$ cat src/rtl/rtimer_pkg.sv
package rtimer_pkg;
  typedef enum logic [1:0] {
    SRC_OFF  = 2'b00,
    SRC_TICK = 2'b01,
    SRC_CLK  = 2'b10,
    SRC_RSVD = 2'b11
  } src_e;

  // register addresses
  localparam int A_STAT   = 0;
  localparam int A_CNT_LO = 1;
  localparam int A_CNT_HI = 2;
  localparam int A_RLD_LO = 3;
  localparam int A_RLD_HI = 4;
  localparam int A_CMP_LO = 5;
  localparam int A_CMP_HI = 6;

  // status bit positions
  localparam int B_SRC_LO = 3;
  localparam int B_OVF    = 2;
  localparam int B_OVFIE  = 1;
  localparam int B_CMPIE  = 0;
endpackage

$ cat src/rtl/rtimer_step.sv
module rtimer_step
  import rtimer_pkg::*;
(
  input  src_e src_i,
  input  logic tick_i,
  output logic step_o
);
  always_comb begin
    case (src_i)
      SRC_TICK: step_o = tick_i;
      SRC_CLK:  step_o = 1'b1;
      default:  step_o = 1'b0;
    endcase
  end
endmodule

$ cat src/rtl/rtimer_counter.sv
module rtimer_counter #(
  parameter int CNT_W = 12
) (
  input  logic             clk,
  input  logic             rst,
  input  logic             step_i,
  input  logic [CNT_W-1:0] reload_i,
  input  logic [CNT_W-1:0] cmp_i,
  output logic [CNT_W-1:0] cnt_o,
  output logic             wrap_o,
  output logic             cmp_hit_o
);
  localparam logic [CNT_W-1:0] CNT_MAX = '1;

  logic [CNT_W-1:0] cnt_q;
  logic [CNT_W-1:0] cnt_nxt;

  always_comb begin
    wrap_o    = step_i && (cnt_q == CNT_MAX);
    cnt_nxt   = wrap_o ? reload_i : cnt_q + CNT_W'(1);
    cmp_hit_o = step_i && (cnt_nxt == cmp_i);
  end

  always_ff @(posedge clk) begin
    if (rst)         cnt_q <= '0;
    else if (step_i) cnt_q <= cnt_nxt;
  end

  assign cnt_o = cnt_q;
endmodule

$ cat src/rtl/rtimer_flags.sv
module rtimer_flags (
  input  logic clk,
  input  logic rst,
  input  logic step_i,
  input  logic wrap_i,
  input  logic cmp_hit_i,
  input  logic stat_rd_i,
  input  logic ovfie_i,
  input  logic cmpie_i,
  output logic ovf_o,
  output logic cmp_o,
  output logic irq_o
);
  logic ovf_q, clr_pend_q, cmp_q, irq_q;

  // overflow flag: a status read arms a clear that lands on the next step
  always_ff @(posedge clk) begin
    if (rst) begin
      ovf_q      <= 1'b0;
      clr_pend_q <= 1'b0;
    end else if (wrap_i) begin
      ovf_q      <= 1'b1;
      clr_pend_q <= 1'b0;
    end else if (step_i && clr_pend_q) begin
      ovf_q      <= 1'b0;
      clr_pend_q <= 1'b0;
    end else if (stat_rd_i && ovf_q) begin
      clr_pend_q <= 1'b1;
    end
  end

  // compare flag: set wins, status read clears at once
  always_ff @(posedge clk) begin
    if (rst)            cmp_q <= 1'b0;
    else if (cmp_hit_i) cmp_q <= 1'b1;
    else if (stat_rd_i) cmp_q <= 1'b0;
  end

  always_ff @(posedge clk) begin
    if (rst) irq_q <= 1'b0;
    else     irq_q <= (ovf_q && ovfie_i) || (cmp_q && cmpie_i);
  end

  assign ovf_o = ovf_q;
  assign cmp_o = cmp_q;
  assign irq_o = irq_q;
endmodule

$ cat src/rtl/reload_timer12.sv
module reload_timer12
  import rtimer_pkg::*;
#(
  parameter int CNT_W  = 12,
  parameter int DATA_W = 8,
  parameter int ADDR_W = 3
) (
  input  logic              clk,
  input  logic              rst,
  input  logic              tick_i,
  input  logic [ADDR_W-1:0] addr_i,
  input  logic              wr_en_i,
  input  logic              rd_en_i,
  input  logic [DATA_W-1:0] wdata_i,
  output logic [DATA_W-1:0] rdata_o,
  output logic              irq_o
);
  localparam int HI_W  = CNT_W - DATA_W;
  localparam int PAD_W = DATA_W - HI_W;

  src_e             sel_q;
  logic             ovfie_q, cmpie_q;
  logic [CNT_W-1:0] reload_q, cmp_q;
  logic [CNT_W-1:0] cnt_q;
  logic             step, wrap, cmp_hit, ovf_flag, cmp_flag;
  logic             stat_rd;
  logic [DATA_W-1:0] stat_val, rd_mux, rdata_q;
  logic             unused_wbits;

  assign stat_rd      = rd_en_i && (addr_i == ADDR_W'(A_STAT));
  assign unused_wbits = ^{wdata_i, cmp_flag};

  // control and value registers
  always_ff @(posedge clk) begin
    if (rst) begin
      sel_q    <= SRC_OFF;
      ovfie_q  <= 1'b0;
      cmpie_q  <= 1'b0;
      reload_q <= '0;
      cmp_q    <= '0;
    end else if (wr_en_i) begin
      case (addr_i)
        ADDR_W'(A_STAT): begin
          sel_q   <= src_e'(wdata_i[B_SRC_LO +: 2]);
          ovfie_q <= wdata_i[B_OVFIE];
          cmpie_q <= wdata_i[B_CMPIE];
        end
        ADDR_W'(A_RLD_LO): reload_q[DATA_W-1:0]     <= wdata_i;
        ADDR_W'(A_RLD_HI): reload_q[CNT_W-1:DATA_W] <= wdata_i[HI_W-1:0];
        ADDR_W'(A_CMP_LO): cmp_q[DATA_W-1:0]        <= wdata_i;
        ADDR_W'(A_CMP_HI): cmp_q[CNT_W-1:DATA_W]    <= wdata_i[HI_W-1:0];
        default: ;
      endcase
    end
  end

  rtimer_step u_step (
    .src_i  (sel_q),
    .tick_i (tick_i),
    .step_o (step)
  );

  rtimer_counter #(.CNT_W(CNT_W)) u_counter (
    .clk       (clk),
    .rst       (rst),
    .step_i    (step),
    .reload_i  (reload_q),
    .cmp_i     (cmp_q),
    .cnt_o     (cnt_q),
    .wrap_o    (wrap),
    .cmp_hit_o (cmp_hit)
  );

  rtimer_flags u_flags (
    .clk       (clk),
    .rst       (rst),
    .step_i    (step),
    .wrap_i    (wrap),
    .cmp_hit_i (cmp_hit),
    .stat_rd_i (stat_rd),
    .ovfie_i   (ovfie_q),
    .cmpie_i   (cmpie_q),
    .ovf_o     (ovf_flag),
    .cmp_o     (cmp_flag),
    .irq_o     (irq_o)
  );

  always_comb begin
    stat_val                = '0;
    stat_val[B_SRC_LO +: 2] = sel_q;
    stat_val[B_OVF]         = ovf_flag;
    stat_val[B_OVFIE]       = ovfie_q;
    stat_val[B_CMPIE]       = cmpie_q;
    case (addr_i)
      ADDR_W'(A_STAT):   rd_mux = stat_val;
      ADDR_W'(A_CNT_LO): rd_mux = cnt_q[DATA_W-1:0];
      ADDR_W'(A_CNT_HI): rd_mux = {{PAD_W{1'b0}}, cnt_q[CNT_W-1:DATA_W]};
      ADDR_W'(A_RLD_LO): rd_mux = reload_q[DATA_W-1:0];
      ADDR_W'(A_RLD_HI): rd_mux = {{PAD_W{1'b0}}, reload_q[CNT_W-1:DATA_W]};
      ADDR_W'(A_CMP_LO): rd_mux = cmp_q[DATA_W-1:0];
      ADDR_W'(A_CMP_HI): rd_mux = {{PAD_W{1'b0}}, cmp_q[CNT_W-1:DATA_W]};
      default:           rd_mux = '0;
    endcase
  end

  always_ff @(posedge clk) begin
    if (rst)          rdata_q <= '0;
    else if (rd_en_i) rdata_q <= rd_mux;
  end

  assign rdata_o = rdata_q;
endmodule

$ cat config.mk
export PLATFORM = sky130hd
export DESIGN_NAME = reload_timer12
export DESIGN_NICKNAME = d
export VERILOG_FILES = /design/src/rtl/rtimer_pkg.sv /design/src/rtl/rtimer_step.sv /design/src/rtl/rtimer_counter.sv /design/src/rtl/rtimer_flags.sv /design/src/rtl/reload_timer12.sv
export SDC_FILE = /design/constraint.sdc
export NUM_CORES = 1
export LEC_CHECK = 0
export BUFFER_PORTS_ARGS = -buffer_cell sky130_fd_sc_hd__buf_2
export CAP_MARGIN = 25
export CORE_ASPECT_RATIO = 0.6
export CORE_UTILIZATION = 55
export CTS_BUF_LIST = sky130_fd_sc_hd__clkbuf_8 sky130_fd_sc_hd__clkbuf_16
export CTS_CLUSTER_DIAMETER = 120
export DETAILED_ROUTE_END_ITERATION = 7
export GPL_ROUTABILITY_DRIVEN = 0
export PLACE_DENSITY = 0.77
export SYNTH_ARGS = -nofsm -noshare
export SYNTH_HDL_FRONTEND = slang
export SYNTH_SLANG_ARGS = --single-unit
$ cat constraint.sdc
create_clock -name clk -period 3 [get_ports clk]
set_clock_uncertainty 0.2 [all_clocks]
set_input_delay 0 -clock clk [delete_from_list [all_inputs] [get_ports clk]]
set_output_delay 0 -clock clk [all_outputs]
set_load 0.005 [all_outputs]
# ---- Word level (Yosys, flattened, before mapping)
# Cells that the tools add are included.
# W data, S select, Z words.
dict set report classes {
  add_sub_neg 1
  n_eq_ne 10
  mux 7
  reduce_logical 17
}
# op n
set op_table {}
lappend op_table {{$pmux W8 S7} 1}
lappend op_table {{$add A12 B1 Y12 const B} 1}
lappend op_table {{$eq A12 B12 Y1} 1}
lappend op_table {{$eq A12 B12 Y1 const B} 1}
lappend op_table {{$mux W12} 1}
lappend op_table {{$reduce_and A2 Y1} 5}
lappend op_table {{$eq A3 B3 Y1 const B} 3}
lappend op_table {{$logic_and A1 B1 Y1} 7}
lappend op_table {{$eq A3 B2 Y1 const B} 2}
lappend op_table {{$mux W1} 4}
lappend op_table {{$reduce_bool A2 Y1} 2}
lappend op_table {{$eq A3 B1 Y1 const B} 1}
lappend op_table {{$logic_not A3 Y1} 1}
lappend op_table {{$reduce_or A3 Y1} 1}
lappend op_table {{$eq A2 B1 Y1 const B} 1}
lappend op_table {{$eq A2 B2 Y1 const B} 1}
lappend op_table {{$pmux W1 S2} 1}
lappend op_table {{$logic_or A1 B1 Y1} 1}
dict set report word_totals {
  reg_bits 52
  wordCells 48
}

# ---- Longest topological paths before layout
# Gate-level depths: netlist of the first run.
dict set report depth {
  ltp_word 7
  ltp_mapped 10
  ltp_nobuf 9
}

# ---- Hierarchy
# A second synthesis of the first run with hierarchy kept.
dict set report unflattened {
  hier_cells 383
  hier_area_um2 3124.2
}
# mod n_inst cells_per_inst area_each_um2 seq_area_each_um2
set modules_own_cells {}
lappend modules_own_cells {reload_timer12 1 195 1721.7 720.7}
lappend modules_own_cells {rtimer_counter 1 168 1211.2 240.2}
lappend modules_own_cells {rtimer_flags 1 14 150.1 80.1}
lappend modules_own_cells {rtimer_step 1 6 41.3 0.0}

# ---- Least setup slack after synthesis of the first run
# No wires, ideal clock.
dict set report synth_timing {
  kind {register -> register}
  start {register sel_q[0]}
  end {register u_flags.cmp_q, in the netlist u_flags.cmp_o}
  setup_time_ns 0.084
  arrival_ns 2.388
  setup_slack_ns 0.327
  stages_incl_launch_ff 10
  path_buffers 1
  period_less_slack_ns 2.673
  cell_sequence {dfxtp_1 > inv_1 > ha_1 > nand4b_1 > or4_4 > buf_6 > mux2i_4 > xnor2_1 > or4_4 > o31ai_2}
}
dict set report synth_via {
  elab_chain_cells 7
  word_cells_on_any_way 9
  classes_between {3 x eq/ne; 3 x mux; 3 x reduce/logical}
}
# element line
set synth_lines {}
lappend synth_lines {{from (decl)} reload_timer12.sv:21} ;# src_e sel_q;
lappend synth_lines {{from (signal assigned)} reload_timer12.sv:44} ;# sel_q <= src_e'(wdata_i[B_SRC_LO +: 2]);
lappend synth_lines {{$eq A2 B2 Y1 or $eq A2 B1 Y1 (tied branches)} rtimer_step.sv:9} ;# case (src_i)
lappend synth_lines {{$pmux W1 S2 (*)} rtimer_step.sv:9}
lappend synth_lines {{$logic_and A1 B1 Y1} rtimer_counter.sv:19} ;# wrap_o = step_i && (cnt_q == CNT_MAX);
lappend synth_lines {{$mux W12} rtimer_counter.sv:20} ;# cnt_nxt = wrap_o ? reload_i : cnt_q + CNT_W'(1);
lappend synth_lines {{$eq A12 B12 Y1} rtimer_counter.sv:21} ;# cmp_hit_o = step_i && (cnt_nxt == cmp_i);
lappend synth_lines {{$logic_and A1 B1 Y1 (*)} rtimer_counter.sv:21}
lappend synth_lines {{$mux W1 or $reduce_bool A2 Y1 (tied branches)} n/a}
lappend synth_lines {{to (signal assigned)} rtimer_flags.sv:34} ;# if (rst) cmp_q <= 1'b0;
lappend synth_lines {{to (signal assigned)} rtimer_flags.sv:35} ;# else if (cmp_hit_i) cmp_q <= 1'b1;
lappend synth_lines {{to (signal assigned)} rtimer_flags.sv:36} ;# else if (stat_rd_i) cmp_q <= 1'b0;
lappend synth_lines {{to (decl)} rtimer_flags.sv:14} ;# logic ovf_q, clr_pend_q, cmp_q, irq_q;
# Mark *: on every way between the ends. The rest lies on a longest branch, timed or not.
# A chain may end at the register's enable or synchronous reset.

# ---- Worst setup path in the final report of the first run
# Same ends and word-level chain as after synthesis.

==> results of run 1 <==
-- critical path, delay by kind of cell (launching register included) --
kind / cells / cell delay, ns
flip-flops: 1 / 0.41
buffers and inverters: 1 / 0.06
AND/OR/NAND/NOR: 3 / 1.24
multiplexers: 1 / 0.23
AO/OA/AOI/OAI: 1 / 0.17
XOR/XNOR: 1 / 0.15
adder cells (fa/ha/maj): 1 / 0.36
-- repair_timing --
action	4_1_cts	5_1_grt
setup endpoints to repair	0	1
hold buffers	9	0
gates resized for setup	0	2
hold endpoints to repair	36	0
buffers inserted	0	0
-- final cells by class --
cell class                 instances  area (µm²)  share of cell area (%)
timing repair buffer              46         308                    8.99
inverter                           7        26.3                   0.768
sequential                        52        1040                    30.4
clock inverter                     2        60.1                    1.76
clock buffer                       5        68.8                    2.01
multi-input combinational        301        1840                    53.6
tap                               66        82.6                    2.41
-- through the flow --
step	hold WS [ns]	worst slack, ns	instance area (µm²)	instances
floorplan	-0.0640	0.327	3010	388
global placement	0.0547	0.265	3190	463
detailed placement	0.0571	0.179	3190	463
CTS	0.0758	0.120	3410	479
global route	0.103	0.0312	3420	479
finish	0.0919	0.104	3420	479
-- routing by layer --
| layer | vias to the layer above | track usage, % | share of wire, % |
|---|---|---|---|
| met5 | - | 0 | 0 |
| met4 | 0 | 9.03 | 1.2 |
| met3 | 17 | 9.20 | 14 |
| met2 | 183 | 45.9 | 40 |
| met1 | 1417 | 48.1 | 45 |
| li1 | 1424 | - | - |
-- power groups by stage --
stage	clock network, mW	registers [mW]	logic, mW
after detailed placement	0	0.727	0.0992
after global placement	0	0.726	0.0965
final	0.566	0.711	0.112
after global routing	0.602	0.712	0.118
after CTS	0.575	0.711	0.108
after floorplan	0	0.722	0.0635
-- cells in the final DEF (no fill, tap or decap), types with 5 or more instances in the layout --
cell type	netlist	final
buf_2	2	24
dlygate4sd3_1	0	9
nand2_1	59	59
a22oi_1	7	7
buf_4	0	13
nand3_1	10	10
nor3_1	8	8
inv_1	6	6
a31oi_1	5	5
o21ai_0	16	16
xor2_1	7	7
nor2_1	54	54
xnor2_1	8	8
clkbuf_8	0	5
a21oi_1	38	38
a211oi_1	6	5
dfxtp_1	52	52
mux2i_1	23	23
-- state kept, by name (all words and copies together), names as in the netlist, 2 cells and up --
| name | count |
|---|---|
| reload_q | 12 |
| rdata_o | 8 |
| u_counter.cnt_o | 12 |
| sel_q | 2 |
| cmp_q | 12 |
-- worst min path at each step --
| stage | from | to |
|---|---|---|
| floorplan | wdata_i[1] | cmp_q[1]$_SDFFE_PP0P_ |
| global placement | wdata_i[5] | reload_q[5]$_SDFFE_PP0P_ |
| detailed placement | wdata_i[6] | reload_q[6]$_SDFFE_PP0P_ |
| CTS | addr_i[0] | rdata_o[5]$_SDFFE_PP0P_ |
| global route | addr_i[0] | rdata_o[7]$_SDFFE_PP0P_ |
| finish | addr_i[0] | rdata_o[5]$_SDFFE_PP0P_ |
-- kinds of logic after synthesis --
kind of cell    share of synthesized area (%)
compound gates                           18.6
buf+inv                                  4.78
flops                                    34.6
xor+xnor                                 4.37
simple gates                             25.8
fa+ha+maj                                1.25
mux                                      10.6
==> results.toml, run 1 <==
[final_layout]
final_util_pct = 66.4
drive_above_1_share_pct = 15.0
area_growth_pct = 13.7
fin_nets = 432
nFillCells = 454
antenna_cells = 0

[timing]
tightest_slew_ns = 0.819
rsz0062_at_grt = "no"
finalSetupViolCount = 0
relSlewSlack_pct = 45.1
period_share_pct = 96.5
hold_viol_final = 0
fmax_mhz = 345
fin_crit_ns = 2.90
tns_ns = 0
drv_slew = 0

[pwr]
peakVddDrop_v = 0.000248
p_int_mw = 1.07
p_sw_uw = 320
total_power_mw = 1.39
pwr-share-clk_pct = 40.7
combPwrFrac_pct = 8.0
p_per_area_nw_per_um2 = 406
swShare_pct = 23.1
power_frac_seq_pct = 51.2
power_leakage_nw = 1.24

[critical_path]
regToRegEndpoint = "u_flags.cmp_o$_SDFFE_PP0P_"
worstReg2RegStart = "sel_q[0]$_SDFFE_PP0P_"
crit_start = "sel_q[0]$_SDFFE_PP0P_"
cp-start-kind = "flop"
worst_ep_arrival_time_ns = 2.93
endpoint = "u_flags.cmp_o$_SDFFE_PP0P_"
cp_cell_sequence = "inv_1 -> ha_1 -> nand4b_1 -> or4_4 -> mux2i_4 -> xnor2_1 -> or4_4 -> o31ai_2"
reg2reg_depth = 8
critical_path_class = "reg -> reg"
crit_required_ns = 3.03
crit_slowest_cell = "or4_4"
crit_top_cell = "or4_4"
r2r_slack_ns = 0.10
slowest_delay_ns = 0.53
crit_fanout = 8
endpoint_kind = "flop"

[synthesis]
ys_seq_elements = 52
ys_seq_area_share_pct = 34.6
synth_cell_type_count = 52
synth_top_area_share_pct = 34.6
avgSynthCellArea_um2 = 7.76
synth-main-ff-cell = "dfxtp_1"
synth.most_common_cell = "nand2_1"
yosys.area.top_type = "dfxtp_1"
synth_nets = 407
syn_area_um2 = 3010
synthTopCellsByArea = "dfxtp_1, mux2i_1, nand2_1"
synthArstFlopShare_pct = 0
synth-edff-count = 0
ys.warnings.count = 0
synthTopCellsByCount = "nand2_1, nor2_1, dfxtp_1"
synthCells = 388

[detailed_routing]
finalWirelength_um = 9200
routedWlPerCell_um = 19.2
drc_errors = 0
drt_iter0_drc = 407
viasPerCell = 6.35
drt-pass1-iter-count = 5
via_count = 3041
ant_nets = 0

[cts]
clk_pin_slew_ns = 0.10
clk_latency_ns = 0.31
cts-root-buf = "clkbuf_8"
cts_tree = "built"
htree_num_levels = 2
cts_buffer_depth = 2
cts-buffers-inserted = 5
cts_sinks = 52

[floorplanning]
chipHeight_um = 59.3
die_area_um2 = 5780
dieWidth_um = 97.5
io_pins = 25
core-area_um2 = 5150
start_util_pct = 58.4
rows = 20

[grt]
grt_pass1_vias = 2616
grt_remaining_overflow = 0
gr-usage-all-layers_pct = 32.5
grt_pass1_wl_um = 14100
grt_start_max_net_pins = 53
antenna_found_initial = 0

[run_status]
status = "finished, final reports clean"

[worst_hold_path]
hold_class = "in -> reg"
hold_depth = 3

[placed_design]
port_buffers = 24
hpwl_um = 6770

[run]
maxCapViolCount = 0
Note: power is estimated with default switching activity, not from simulation.
==> run 2: changes to the inputs <==
- SETUP_SLACK_MARGIN: unset -> 0.2
==> results.toml, run 2 (synthesized netlist as in run 1, its figures left out) <==
[run_status]
status = "finished, final reports clean"

[detailed_routing]
routedWlPerCell_um = 19.6
finalWirelength_um = 9450
ant_nets = 0
drt-pass1-iter-count = 7
drc_errors = 0
viasPerCell = 6.39
drt_iter0_drc = 478
via_count = 3082

[pwr]
p_per_area_nw_per_um2 = 400
power_leakage_nw = 1.25
peakVddDrop_v = 0.000246

[floorplanning]
die_area_um2 = 5780
chipHeight_um = 59.3
core-area_um2 = 5150
dieWidth_um = 97.5
rows = 20
io_pins = 25
start_util_pct = 58.4

[placed_design]
dp_cells = 463
port_buffers = 24
hpwl_um = 6770
dp_slack_ns = 0.179

[critical_path]
crit_required_ns = 3.04
reg2reg_depth = 8
crit_slowest_cell = "or4_4"
regToRegEndpoint = "u_flags.cmp_o$_SDFFE_PP0P_"
endpoint_kind = "flop"
crit_top_cell = "or4_4"
cp-start-kind = "flop"
r2r_slack_ns = 0.25
critical_path_class = "reg -> reg"
slowest_delay_ns = 0.52
worstReg2RegStart = "sel_q[0]$_SDFFE_PP0P_"
worst_ep_arrival_time_ns = 2.79
cp_cell_sequence = "inv_1 -> ha_4 -> nand4b_1 -> or4_4 -> mux2i_4 -> xnor2_1 -> or4_4 -> o31ai_2"
endpoint = "u_flags.cmp_o$_SDFFE_PP0P_"
crit_start = "sel_q[0]$_SDFFE_PP0P_"
crit_fanout = 6

[final_layout]
layout_common_cells = "nand2_1, nor2_1, dfxtp_1, a21oi_1, buf_2"
seqCellArea_um2 = 1040
nFillCells = 450
multi_input_area_um2 = 1860
antenna_cells = 0
area_growth_pct = 15.5
drive_above_1_share_pct = 17.3
final_cells = 482
fin_nets = 435
final_common_cell = "nand2_1"

[worst_hold_path]
hold_class = "in -> reg"

[cts]
cts-root-buf = "clkbuf_8"
clk_pin_slew_ns = 0.10
cts_tree = "built"
cts-buffers-inserted = 5
clk_latency_ns = 0.31
cts_sinks = 52
htree_num_levels = 2
cts_buffer_depth = 2

[grt]
antenna_found_initial = 0
grt_busiest_layer = "met1"
grt_remaining_overflow = 0
use_met2_pct = 46.1
grt_pass1_wl_um = 14200
grt_pass1_vias = 2636
grt_start_max_net_pins = 53
gr-usage-all-layers_pct = 32.7
grt_use_met3_pct = 8.73
grt_use_met1_pct = 48.6

[timing]
setup_ws_ns = 0.246
fin_crit_ns = 2.75
rsz0062_at_grt = "no"
hold_viol_final = 0
drv_slew = 0
finalSetupViolCount = 0
whs_ns = 0.0860
tns_ns = 0
period_share_pct = 91.8
relSlewSlack_pct = 49.5
fmax_mhz = 363
tightest_slew_ns = 0.753

[run]
maxCapViolCount = 0
## run 2: cell count changes in the layout (fill, tap and decap cells not counted), moves of 2 or more
| cell | before | now |
|---|---|---|
| dfxtp_2 | 0 | 3 |
| ha_1 | 3 | 1 |
| buf_4 | 13 | 16 |
| dfxtp_1 | 52 | 49 |
## run 2: final cells by class
cell class,count,share of cell area [%]
Inverter,7,0.756
Sequential cell,52,30.1
Timing Repair Buffer,49,9.50
Multi-Input combinational cell,301,53.6
Clock buffer,5,1.98
Clock inverter,2,1.73
Tap cell,66,2.38
## run 2: how the worst min path moves through the flow
stage / startpoint / endpoint / slack, ns / cells after the start
after global placement: wdata_i[5] / reload_q[5]$_SDFFE_PP0P_ / 0.05 / 3
after detailed placement: wdata_i[6] / reload_q[6]$_SDFFE_PP0P_ / 0.06 / 3
final: addr_i[0] / rdata_o[5]$_SDFFE_PP0P_ / 0.09 / 3
after floorplan: wdata_i[1] / cmp_q[1]$_SDFFE_PP0P_ / -0.06 / 2
after CTS: addr_i[0] / rdata_o[5]$_SDFFE_PP0P_ / 0.08 / 3
after global routing: addr_i[0] / rdata_o[7]$_SDFFE_PP0P_ / 0.10 / 3
## run 2: critical path, delay by kind of cell, from the launching register on
kind                       cells  cell delay (ns)
and+or+nand+nor                3             1.22
DFF                            1             0.37
adders and majority gates      1             0.26
muxes                          1             0.23
AOI/OAI and AO/OA              1             0.17
xor gates and xnor gates       1             0.15
buffers and inverters          1             0.08
## run 2: metal layers
| layer | vias to the layer above | share of wire [%] |
|---|---|---|
| met3 | 27 | 13 |
| met4 | 0 | 2.5 |
| met1 | 1437 | 45 |
| met2 | 190 | 40 |
| li1 | 1428 | - |
| met5 | - | 0 |
## run 2: what timing repair did
action | CTS | global route
hold buffers | 9 | 0
buffers inserted | 3 | 0
pin swaps | 1 | 1
setup endpoints to repair | 1 | 1
hold endpoints to repair | 36 | 0
resized for setup | 5 | 5
## run 2: metrics by stage
step / power [mW] / cell area (µm²) / utilization, %
global route: 1.43 / 3480 / 67.4
floorplan: 0.786 / 3010 / -
CTS: 1.39 / 3460 / 67.0
detailed placement: 0.826 / 3190 / 61.9
finish: 1.39 / 3480 / 67.4
global placement: 0.823 / 3190 / 61.9
## run 2: power breakdown
group	internal (mW)	switching (mW)	total, mW
logic	0.0427	0.0709	0.114
clock network	0.328	0.238	0.566
registers	0.699	0.0129	0.712
total	1.07	0.322	1.39
